$ cat src/rtl/mdrop_pkg.sv
package mdrop_pkg;

  // What an accepted character does to the receive-enabled state
  typedef enum logic [1:0] {
    GATE_KEEP = 2'd0,
    GATE_OPEN = 2'd1,
    GATE_SHUT = 2'd2
  } gate_act_e;

  typedef enum logic [1:0] {
    MODE_PASS = 2'd0,
    MODE_HOST = 2'd1,
    MODE_AUTO = 2'd2
  } filt_mode_e;

  function automatic filt_mode_e mode_of(input logic nine_bit, input logic auto_det);
    if (!nine_bit)     return MODE_PASS;
    else if (auto_det) return MODE_AUTO;
    else               return MODE_HOST;
  endfunction

endpackage

$ cat src/rtl/mdrop_classify.sv
module mdrop_classify
  import mdrop_pkg::*;
#(
  parameter int DATA_W = 8
) (
  input  logic              accept,
  input  filt_mode_e        mode,
  input  logic [DATA_W-1:0] ch_data,
  input  logic              ch_mark,
  input  logic              ch_perr,
  input  logic [DATA_W-1:0] own_addr,
  input  logic              listening,
  input  logic              lsi_en,
  output logic              push,
  output logic              push_flag,
  output logic              push_lsi,
  output gate_act_e         gate_act
);

  logic addr_hit;

  assign addr_hit = (ch_data == own_addr);

  always_comb begin
    push      = 1'b0;
    push_flag = 1'b0;
    push_lsi  = 1'b0;
    gate_act  = GATE_KEEP;
    if (accept) begin
      unique case (mode)
        MODE_PASS: begin
          push      = 1'b1;
          push_flag = ch_perr;
        end
        MODE_HOST: begin
          if (ch_mark) begin
            push      = 1'b1;
            push_flag = 1'b1;
            push_lsi  = lsi_en;
          end else begin
            push = listening;
          end
        end
        MODE_AUTO: begin
          if (ch_mark) begin
            if (addr_hit) begin
              push      = 1'b1;
              push_flag = 1'b1;
              push_lsi  = lsi_en;
              gate_act  = GATE_OPEN;
            end else begin
              gate_act  = GATE_SHUT;
            end
          end else begin
            push = listening;
          end
        end
        default: begin
          push = 1'b0;
        end
      endcase
    end
  end

endmodule

$ cat src/rtl/mdrop_rx_gate.sv
module mdrop_rx_gate
  import mdrop_pkg::*;
#(
  parameter bit DIS_WINS = 1'b1
) (
  input  logic      clk,
  input  logic      rst_n,
  input  gate_act_e gate_act,
  input  logic      host_en,
  input  logic      host_dis,
  output logic      listening
);

  logic host_next;
  logic gate_next;

  // Priority between simultaneous host commands is a build-time choice
  generate
    if (DIS_WINS) begin : g_dis_first
      assign host_next = host_dis ? 1'b0 : (host_en ? 1'b1 : listening);
    end else begin : g_en_first
      assign host_next = host_en ? 1'b1 : (host_dis ? 1'b0 : listening);
    end
  endgenerate

  // An automatic decision overrides any host command in the same cycle
  always_comb begin
    unique case (gate_act)
      GATE_OPEN: gate_next = 1'b1;
      GATE_SHUT: gate_next = 1'b0;
      default:   gate_next = host_next;
    endcase
  end

  always_ff @(posedge clk or negedge rst_n) begin
    if (!rst_n) listening <= 1'b0;
    else        listening <= gate_next;
  end

endmodule

$ cat src/rtl/mdrop_out_stage.sv
module mdrop_out_stage #(
  parameter int DATA_W = 8
) (
  input  logic              clk,
  input  logic              rst_n,
  input  logic              load,
  input  logic [DATA_W-1:0] ld_data,
  input  logic              ld_flag,
  input  logic              ld_lsi,
  output logic              take_ok,
  output logic              out_valid,
  input  logic              out_ready,
  output logic [DATA_W-1:0] out_data,
  output logic              out_flag,
  output logic              lsi_req
);

  assign take_ok = !out_valid || out_ready;

  always_ff @(posedge clk or negedge rst_n) begin
    if (!rst_n) begin
      out_valid <= 1'b0;
      out_data  <= '0;
      out_flag  <= 1'b0;
      lsi_req   <= 1'b0;
    end else begin
      lsi_req <= load && ld_lsi;
      if (load) begin
        out_valid <= 1'b1;
        out_data  <= ld_data;
        out_flag  <= ld_flag;
      end else if (out_ready) begin
        out_valid <= 1'b0;
      end
    end
  end

endmodule

$ cat src/rtl/mdrop_addr_filter.sv
module mdrop_addr_filter
  import mdrop_pkg::*;
#(
  parameter int DATA_W = 8
) (
  input  logic              clk,
  input  logic              rst_n,
  input  logic              in_valid,
  output logic              in_ready,
  input  logic [DATA_W-1:0] in_data,
  input  logic              in_mark,
  input  logic              in_perr,
  input  logic              nine_bit_en,
  input  logic              auto_addr_en,
  input  logic [DATA_W-1:0] station_addr,
  input  logic              lsi_en,
  input  logic              host_rx_enable,
  input  logic              host_rx_disable,
  output logic              out_valid,
  input  logic              out_ready,
  output logic [DATA_W-1:0] out_data,
  output logic              out_flag,
  output logic              lsi_req,
  output logic              rx_enabled
);

  logic       accept;
  logic       push;
  logic       push_flag;
  logic       push_lsi;
  gate_act_e  gate_act;
  filt_mode_e mode;

  assign mode   = mode_of(nine_bit_en, auto_addr_en);
  assign accept = in_valid && in_ready;

  mdrop_classify #(.DATA_W(DATA_W)) u_classify (
    .accept    (accept),
    .mode      (mode),
    .ch_data   (in_data),
    .ch_mark   (in_mark),
    .ch_perr   (in_perr),
    .own_addr  (station_addr),
    .listening (rx_enabled),
    .lsi_en    (lsi_en),
    .push      (push),
    .push_flag (push_flag),
    .push_lsi  (push_lsi),
    .gate_act  (gate_act)
  );

  mdrop_rx_gate #(.DIS_WINS(1'b1)) u_gate (
    .clk       (clk),
    .rst_n     (rst_n),
    .gate_act  (gate_act),
    .host_en   (host_rx_enable),
    .host_dis  (host_rx_disable),
    .listening (rx_enabled)
  );

  mdrop_out_stage #(.DATA_W(DATA_W)) u_out (
    .clk       (clk),
    .rst_n     (rst_n),
    .load      (push),
    .ld_data   (in_data),
    .ld_flag   (push_flag),
    .ld_lsi    (push_lsi),
    .take_ok   (in_ready),
    .out_valid (out_valid),
    .out_ready (out_ready),
    .out_data  (out_data),
    .out_flag  (out_flag),
    .lsi_req   (lsi_req)
  );

endmodule

$ cat config.mk
export PLATFORM = sky130hd
export DESIGN_NAME = mdrop_addr_filter
export DESIGN_NICKNAME = d
export VERILOG_FILES = /design/src/rtl/mdrop_pkg.sv /design/src/rtl/mdrop_classify.sv /design/src/rtl/mdrop_rx_gate.sv /design/src/rtl/mdrop_out_stage.sv /design/src/rtl/mdrop_addr_filter.sv
export SDC_FILE = /design/constraint.sdc
export NUM_CORES = 1
export LEC_CHECK = 0
export CORE_ASPECT_RATIO = 0.8
export CORE_MARGIN = 4
export CORE_UTILIZATION = 42
export CTS_BUF_LIST = sky130_fd_sc_hd__clkbuf_4
export DETAILED_ROUTE_END_ITERATION = 12
export PLACE_DENSITY = 0.78
export SETUP_SLACK_MARGIN = 0.2
export SYNTH_ARGS = -nofsm -noshare
export SYNTH_HDL_FRONTEND = slang
export SYNTH_SLANG_ARGS = --single-unit
$ cat constraint.sdc
create_clock -name clk -period 1.7 [get_ports clk]
set_input_delay 0.255 -clock clk [delete_from_list [all_inputs] [get_ports clk]]
set_output_delay 0.255 -clock clk [all_outputs]
set_load 0.02 [all_outputs]
# Yosys cells after proc, flatten, opt, wreduce, memory -nomap -nowiden
# Cells that the tools add are included.
# word_totals
elab_cells	42
reg_bits	12
input_bits	27
# classes
reduce_logical	7
eq_ne	5
mux	25
# ops
operator	n
two-way mux 1 bit	15
two-way mux 2 bit	6
equality test 8 bit	1
one-hot mux 1 bit (3 select lines)	2
equality test 2 x 1 -> 1 bit, second input constant	2
equality test 2 bit, second input constant	2
one-hot mux 1 bit (2 select lines)	2
nonzero test 4 bit	1
logical AND 1 bit	2
zero test 2 bit	1
nonzero test 2 bit	1
zero test 1 bit	1
logical OR 1 bit	1

# Logic depth before layout (Yosys ltp)
# Gate-level depths: netlist (run 1).
# depth
word_depth	7
ltp_mapped	7
mapped_depth_nobuf	6

# Hierarchy
# A second synthesis (run 1) with hierarchy kept.
# unflattened
cells_unflattened	65
hier_area_um2	755.7
# by_module_without_submodules
mod	seq_area_each_um2	area_per_inst_um2	cells_each	n_inst
mdrop_out_stage	275.3	436.7	24	1
mdrop_classify	0.0	229.0	31	1
mdrop_rx_gate	25.0	67.6	7	1
mdrop_addr_filter	0.0	22.5	3	1

# Worst setup path after synthesis (run 1)
# OpenSTA, ideal clock, no wires.
# synth_path
path_kind	input to register
start	input port station_addr[3]
end	register u_gate.listening
setup_ns	0.125
arrival_time_ns	1.572
required_time_ns	1.575
path_slack_ns	0.003
path_buffers	1
stages	7
path_cell_list	xnor2_1 > and4_1 > buf_2 > nand2_1 > nor3_1 > ha_1 > mux2_2
# synth_via
elab_chain_cells	7
word_cells_on_any_way	9
cone_classes	eq/ne: 3; mux: 5; reduce/logical: 1
# synth_lines
element	line_no	rtl
start, declared	mdrop_addr_filter.sv:15	input logic [DATA_W-1:0] station_addr,
equality test 8 bit (*)	mdrop_classify.sv:22	assign addr_hit = (ch_data == own_addr);
two-way mux 2 bit (*)	mdrop_classify.sv:46	if (addr_hit) begin
two-way mux 2 bit (*)	mdrop_classify.sv:45	if (ch_mark) begin
two-way mux 2 bit (*)	mdrop_classify.sv:30	unique case (mode)
two-way mux 2 bit (*)	mdrop_classify.sv:29	if (accept) begin
equality test 2 bit / equality test 2 x 1 -> 1 bit (equally long branches)	mdrop_rx_gate.sv:28	unique case (gate_act)
one-hot mux 1 bit (2 select lines) / nonzero test 4 bit (equally long branches)	n/a	
end signal, assigned	mdrop_rx_gate.sv:37	else listening <= gate_next;
end, declared	mdrop_rx_gate.sv:11	output logic listening
# Every way passes the cells marked *; elsewhere a longest branch is shown, timed or not.
# A chain may end at the register's enable or synchronous reset.

# Worst setup path after layout (run 1)
# layout_path
start	input port in_data[3]
end	register u_gate.listening
# layout_via
elab_chain_cells	7
word_cells_on_any_way	9
cone_classes	eq/ne: 3; mux: 5; reduce/logical: 1
# layout_lines
element	line_no	rtl
start, declared	mdrop_addr_filter.sv:10	input logic [DATA_W-1:0] in_data,
equality test 8 bit (*)	mdrop_classify.sv:22	
two-way mux 2 bit (*)	mdrop_classify.sv:46	
two-way mux 2 bit (*)	mdrop_classify.sv:45	
two-way mux 2 bit (*)	mdrop_classify.sv:30	
two-way mux 2 bit (*)	mdrop_classify.sv:29	
equality test 2 bit / equality test 2 x 1 -> 1 bit (equally long branches)	mdrop_rx_gate.sv:28	
one-hot mux 1 bit (2 select lines) / nonzero test 4 bit (equally long branches)	n/a	
# Marked as above.

==> impl_metrics.csv, run 1 <==
group,metric,value,unit
final_layout,insertedDiodeCount,0,
floorplan,core,1930,um^2
global_route,antenna_violations_before_repair,0,
power,power_frac_seq,36.4,%
floorplan,floorplan.initialDensity,45.6,%
synthesis,synth_cell_types,25,
global_route,grt_pass1_wl,4.44,mm
final_layout,fin_nets,186,
placement,gp_congestion,0.784,
global_route,pin_count_of_the_biggest_net_entering_global_routing,19,
power,power.share.switching,37.1,%
floorplan,row_count,14,
global_route,grt_use_total,19.7,%
final_layout,drive_above_1_share,39.5,%
final_layout,multiInputGateArea,653,um^2
drt,route.detailed.vias_per_inst,5.80,
critical_path,end_kind,"register",
hold_path,hold_path.class,"in2reg",
global_route,grt_pass1_vias,969,
drt,drc_errors,0,
timing,final.hold.worst_slack,0.282,ns
flow_run,drv_cap,0,
timing,final-max-slew-violation-count,0,
synthesis,synth_edf_count,0,
synthesis,seq_total_area_yosys,34.1,%
synthesis,netlist.area_leader.share,34.1,%
critical_path,worstPathRequired,1.87,ns
cts,cts-root-to-sink-buffers,2,
timing,tightest_slew,0.598,ns
critical_path,crit_path_start_kind,"primary input",
power,internal_power,0.664,mW
drt,detail_route.wirelength,2.99,mm
timing,slew-limit-headroom,60.0,%
cts,cts-htree-levels,1,
placement,hpwl,2.04,mm
final_layout,regArea,300,um^2
power,power.static_leakage,0.804,nW
synthesis,synthDominantAreaCellType,"sky130_fd_sc_hd__dfrtp_1",
cts,cts_tree,"yes",
timing,final_period_minus_worst_setup_slack,1.54,ns
cts,tritoncts.num_buffers,3,
timing,fin_crit_sh,90.5,%
timing,fmax_achieved,650,MHz
synthesis,syn-instance-count,92,
cts,clock_sink_count,12,
placement,port_buffers,39,
cts,cts_root_buffer,"sky130_fd_sc_hd__clkbuf_4",
final_layout,filler_cells_inserted,129,
floorplan,die_width,59.2,um
cts,post_cts_hold_buffer_count,0,
drt,route.antenna.remaining_nets,0,
synthesis,postSynth.topFlopCell,"sky130_fd_sc_hd__dfrtp_1",
critical_path,cp.arrival,1.71,ns
cts,cts.reportedPaths.clkPinSlew,0.08,ns
floorplan,floorplan.die_area,2890,um^2
drt,post_drt_wl_per_cell,16.5,um
drt,drt_first_pass_iters,4,
power,power_frac_clock,18.5,%
synthesis,synth_async_sr_flop_share,100,%
global_route,total_global_routing_overflow,0,
timing,setup_viol,0,
drt,num_vias,1049,
power,switchingPower,0.391,mW
floorplan,die_h,48.9,um
final_layout,areaGrowthSynthToFinish,79.5,%
synthesis,synth_area_per_cell,9.56,um^2
synthesis,synth.top_cells.by_area,"sky130_fd_sc_hd__dfrtp_1 (34%), sky130_fd_sc_hd__mux2i_1 (10%), sky130_fd_sc_hd__nand4_1 (8.5%)",
critical_path,worstSetupPathType,"in2reg",
timing,rsz0062_at_grt,"yes",
critical_path,critical_path.max_fanout,3,
drt,drt_first_iter_violations,20,
cts,clkLatencyLatePin,0.28,ns
timing,fin_skew,0.00193,ns
placement,numPlacedInstances,170,
final_layout,finish.cell_count_without_fillers,181,
timing,finalHoldViolCount,0,
power,max_rail_drop_vdd,543,uV
status,run_status,"finished, final reports clean",
synthesis,ys_seq_elements,12,
synthesis,yosysWarningCount,0,
synthesis,syn_nets,120,
power,combPwrFrac,45.1,%
synthesis,post_synth_instance_area,880,um^2
floorplan,pin_count,40,
power,power.density,669,nW/um^2
-- Yosys cell counts (all sizes together), types with 2 or more instances --
library cell  instances
o211ai                8
mux2                  2
dfrtp                12
nand2                 2
nand4                12
nor2                  3
and2                  8
xnor2                 8
nand3                 9
a21oi                 3
and4                  2
buf                   5
mux2i                 9
-- area by class of cell --
cell class,count,area share (%)
Multi-Input combinational cell,74,41.4
Sequential cell,12,19.0
Clock inverter,1,0.238
Tap cell,24,1.90
Clock buffer,3,1.43
Timing Repair Buffer,67,36.1
-- registers in the layout, summed over array words and instances (netlist names) --
signal            flops
u_out.out_data        8
u_out.out_flag        1
u_out.out_valid       1
u_gate.listening      1
u_out.lsi_req         1
-- kinds of logic after synthesis --
family          after synthesis  synth area share [%]
compound gates               12                  9.10
xor+xnor                      8                  7.97
fa+ha+maj                     1                  1.42
buf+inv                       6                  4.98
flops                        12                  34.1
mux                          11                  12.8
simple gates                 42                  29.6
-- power groups by stage --
stage          clock (mW)  combinational (mW)  sequential (mW)
3_3_place_gp            0               0.461            0.389
3_5_place_dp            0               0.469            0.391
2_1_floorplan           0               0.152            0.454
5_1_grt             0.212               0.508            0.395
4_1_cts             0.198               0.441            0.383
6_report            0.195               0.477            0.384
-- per-layer routing --
| layer | routed length [um] | vias up | GRT usage, % |
|---|---|---|---|
| met5 | 0 | - | 0 |
| met4 | 85 | 0 | 4.15 |
| met3 | 282 | 10 | 5.82 |
| met2 | 1510 | 56 | 33.6 |
| met1 | 1120 | 502 | 24.2 |
| li1 | - | 481 | - |
-- critical path, cell delays in order --
cell and delay (ns):
sky130_fd_sc_hd__buf_4 0.14, sky130_fd_sc_hd__xnor2_4 0.18, sky130_fd_sc_hd__and4_4 0.27, sky130_fd_sc_hd__nand2_4 0.07
sky130_fd_sc_hd__nor3_4 0.22, sky130_fd_sc_hd__ha_1 0.28, sky130_fd_sc_hd__mux2_4 0.30
-- placed cells by master (no fill, tap or decap) --
master | Yosys | routed
sky130_fd_sc_hd__a21oi_1 | 3 | 3
sky130_fd_sc_hd__and2_1 | 8 | 8
sky130_fd_sc_hd__and3_4 | 0 | 1
sky130_fd_sc_hd__and3b_2 | 0 | 1
sky130_fd_sc_hd__and4_4 | 0 | 2
sky130_fd_sc_hd__buf_12 | 0 | 1
sky130_fd_sc_hd__buf_4 | 0 | 30
sky130_fd_sc_hd__clkbuf_2 | 0 | 8
sky130_fd_sc_hd__clkbuf_4 | 0 | 3
sky130_fd_sc_hd__clkdlybuf4s50_1 | 0 | 7
sky130_fd_sc_hd__clkinv_1 | 0 | 1
sky130_fd_sc_hd__dfrtp_1 | 12 | 12
sky130_fd_sc_hd__dlygate4sd2_1 | 0 | 13
sky130_fd_sc_hd__dlymetal6s2s_1 | 0 | 8
sky130_fd_sc_hd__ha_1 | 1 | 1
sky130_fd_sc_hd__mux2_2 | 2 | 1
sky130_fd_sc_hd__mux2_4 | 0 | 1
sky130_fd_sc_hd__mux2i_1 | 9 | 9
sky130_fd_sc_hd__nand2_2 | 0 | 1
sky130_fd_sc_hd__nand2_4 | 0 | 1
sky130_fd_sc_hd__nand2b_4 | 1 | 1
sky130_fd_sc_hd__nand3_1 | 9 | 9
sky130_fd_sc_hd__nand4_1 | 12 | 12
sky130_fd_sc_hd__nor2_1 | 3 | 3
sky130_fd_sc_hd__nor3_4 | 0 | 1
sky130_fd_sc_hd__nor3b_2 | 1 | 1
sky130_fd_sc_hd__o211ai_1 | 8 | 8
sky130_fd_sc_hd__o21ai_0 | 1 | 1
sky130_fd_sc_hd__or2_2 | 1 | 1
sky130_fd_sc_hd__xnor2_2 | 0 | 6
sky130_fd_sc_hd__xnor2_4 | 0 | 2
-- path summary, 6_finish.rpt --
check	start	to	slack, ns	cells past startpoint
max	in_data[3]	u_gate.listening	0.16	7
min	in_data[4]	u_out.out_data[4]	0.28	3
max reg2reg	u_out.out_valid	u_gate.listening	0.26	5
min reg2reg	u_out.out_data[6]	u_out.out_data[6]	0.53	2
max in group asynchronous	rst_n	u_gate.listening	0.97	1
min in group asynchronous	rst_n	u_out.lsi_req	0.34	1
-- per-stage QoR --
| stage | cell area (um^2) | TNS [ns] | setup WS [ns] | total power, mW | utilization (%) |
|---|---|---|---|---|---|
| floorplan | 900 | 0 | 0.132 | 0.605 | - |
| global placement | 1430 | -0.903 | -0.348 | 0.850 | 74.4 |
| detailed placement | 1430 | -1.17 | -0.444 | 0.860 | 74.4 |
| CTS | 1480 | -0.0239 | -0.0239 | 1.02 | 76.9 |
| global route | 1580 | 0 | 0.132 | 1.11 | 81.9 |
| finish | 1580 | 0 | 0.161 | 1.06 | 81.9 |
-- what timing repair did --
item	CTS	global route
pin swaps	2	13
gates resized for setup	25	46
endpoints found under the setup margin	14	10
setup buffers	0	7
Note: power is estimated with default switching activity, not from simulation.
==> inputs of run 2 (changes only) <==
- CELL_PAD_IN_SITES_DETAIL_PLACEMENT: not set -> 2
- CELL_PAD_IN_SITES_GLOBAL_PLACEMENT: not set -> 2
- CORE_MARGIN: 4 -> 1
- CORE_UTILIZATION: 42 -> 24
==> run 2 against run 1 <==
Net effect:
- worst hold slack worse by 0.011 ns
- power is 1.5% higher
- core utilization is 37 points lower
- register-to-register slack worse by 0.05 ns
- via count is 1.3% lower
- fmax is 1.7% higher
- sequential power is 2% higher
- global-route usage hardly changed
- sequential cell count stayed put
- sequential share of layout area is 0.20 points higher
- worst setup slack better by 0.025 ns
==> impl_metrics.csv, run 2 (synthesized netlist as in run 1, its figures left out) <==
group,metric,value,unit
critical_path,critPathSlowestCell,"sky130_fd_sc_hd__mux2_4",
floorplan,floorplan.initialDensity,25.3,%
cts,clkLatencyLatePin,0.29,ns
drt,route.antenna.remaining_nets,0,
critical_path,worstSetupPathType,"in2reg",
floorplan,pin_count,40,
critical_path,critical_path.max_fanout,3,
power,power.static_leakage,0.744,nW
power,combPwrFrac,45.3,%
floorplan,core,3470,um^2
timing,tightest_slew,0.230,ns
critical_path,ff2ff_setup_slack,0.21,ns
timing,setup_viol,0,
power,power_frac_seq,36.6,%
power,power_frac_clock,18.1,%
critical_path,worstPathRequired,1.88,ns
final_layout,areaGrowthSynthToFinish,78.4,%
timing,setup_slack,0.186,ns
power,max_rail_drop_vdd,260,uV
final_layout,finish.cell_count_without_fillers,199,
power,power.density,683,nW/um^2
drt,num_vias,1035,
final_layout,insertedDiodeCount,0,
timing,rsz0062_at_grt,"yes",
critical_path,crit_start,"in_data[2]",
timing,setup-tns-final,0,ns
global_route,grt_pass1_vias,1134,
placement,hpwl,2.72,mm
floorplan,die_width,69.7,um
final_layout,final_util,45.2,%
final_layout,filler_cells_inserted,393,
global_route,total_global_routing_overflow,0,
drt,detail_route.wirelength,3.91,mm
global_route,antenna_violations_before_repair,0,
drt,drt_first_iter_violations,13,
timing,slew-limit-headroom,84.6,%
final_layout,drive_above_1_share,45.9,%
status,run_status,"finished, final reports clean",
critical_path,end_kind,"register",
critical_path,crit_path_max_incr_delay,0.29,ns
cts,cts_tree,"yes",
drt,route.detailed.vias_per_inst,5.20,
floorplan,row_count,19,
critical_path,cp.arrival,1.69,ns
critical_path,cp_cell_sequence,"clkbuf_2 -> xnor2_2 -> and4_4 -> nand2_4 -> nor3_4 -> ha_4 -> mux2_4",
floorplan,die_h,56.1,um
timing,finalHoldViolCount,0,
drt,post_drt_wl_per_cell,19.7,um
drt,drc_errors,0,
cts,cts_root_buffer,"sky130_fd_sc_hd__clkbuf_4",
final_layout,mostFrequentLayoutCell,"sky130_fd_sc_hd__buf_4",
power,power.share.switching,38.4,%
floorplan,floorplan.die_area,3910,um^2
timing,final-max-slew-violation-count,0,
placement,setup_ws_pre_cts,-0.423,ns
cts,cts.reportedPaths.clkPinSlew,0.08,ns
final_layout,fin_nets,187,
power,switchingPower,0.411,mW
critical_path,crit_path_start_kind,"primary input",
flow_run,drv_cap,0,
placement,gp_congestion,0.784,
power,internal_power,0.661,mW
cts,cts-htree-levels,1,
critical_path,rr_startpoint,"u_out.out_valid",
drt,drt_first_pass_iters,4,
final_layout,layout.cells.most_common_list,"sky130_fd_sc_hd__buf_4 (28), sky130_fd_sc_hd__clkbuf_2 (15), sky130_fd_sc_hd__dlygate4sd2_1 (14), sky130_fd_sc_hd__nand4_1 (12), sky130_fd_sc_hd__dfrtp_1 (11)",
hold_path,hold_path.class,"in2async",
timing,fin_crit_sh,89.1,%
global_route,pin_count_of_the_biggest_net_entering_global_routing,19,
cts,cts-root-to-sink-buffers,2,
global_route,grt_pass1_wl,5.85,mm
timing,final_period_minus_worst_setup_slack,1.51,ns
timing,fmax_achieved,661,MHz
placement,numPlacedInstances,189,
placement,port_buffers,39,
cts,clock_sink_count,12,
final_layout,largest-register,"u_out.out_data",
timing,fin_skew,0.00228,ns
global_route,grt_use_total,19.7,%
cts,tritoncts.num_buffers,3,
final_layout,largest_register_ffs,8,
run 2: layout make-up:
class / count / area, um^2 / share of cell area [%]
clock buffers: 3 / 22.5 / 1.44
well taps: 42 / 52.6 / 3.35
multi-input cells: 74 / 658 / 41.9
repair buffers: 68 / 534 / 34.1
flip-flops and latches: 12 / 302 / 19.2
run 2: final timing paths:
path	end	depth (start not counted)
worst max-delay path	u_gate.listening	7
worst min-delay path	u_out.lsi_req	2
worst max register to register	u_gate.listening	4
worst min register to register	u_out.out_data[6]	2
max in group asynchronous	u_gate.listening	2
min in group clk	u_out.out_valid	3
run 2: worst max-delay path: cells and delay by family:
family	cells	cell delay, ns
XOR/XNOR	1	0.21
buffers and inverters	1	0.11
AND/OR/NAND/NOR	3	0.59
multiplexers	1	0.29
adder cells (fa/ha/maj)	1	0.24
run 2: power groups by stage:
stage	sequential [mW]	clock [mW]	combinational [mW]
2_1_floorplan	0.454	0	0.152
3_3_place_gp	0.389	0	0.467
3_5_place_dp	0.398	0	0.483
4_1_cts	0.392	0.195	0.463
5_1_grt	0.402	0.214	0.518
6_report	0.392	0.194	0.485
run 2: routing by layer:
metal	vias up	routed length (um)	global-route usage, %
met5	-	0	0
met4	0	36	5.43
met3	5	116	3.62
met2	28	2150	35.4
met1	526	1610	24.1
li1	476	-	-
run 2: per-stage QoR:
step / instance area (um^2) / power (mW) / hold slack [ns]
after floorplan: 900 / 0.605 / -0.0406
after global placement: 1460 / 0.855 / 0.508
after detailed placement: 1460 / 0.881 / 0.536
after CTS: 1540 / 1.05 / 0.280
after global routing: 1570 / 1.13 / 0.305
final: 1570 / 1.07 / 0.271
run 2: what timing repair did:
| action | in CTS | in global routing |
|---|---|---|
| pin swaps | 6 | 14 |
| setup buffers | 3 | 4 |
| setup endpoints to repair | 23 | 5 |
| hold buffers | 0 | 0 |
| gates resized for setup | 44 | 45 |
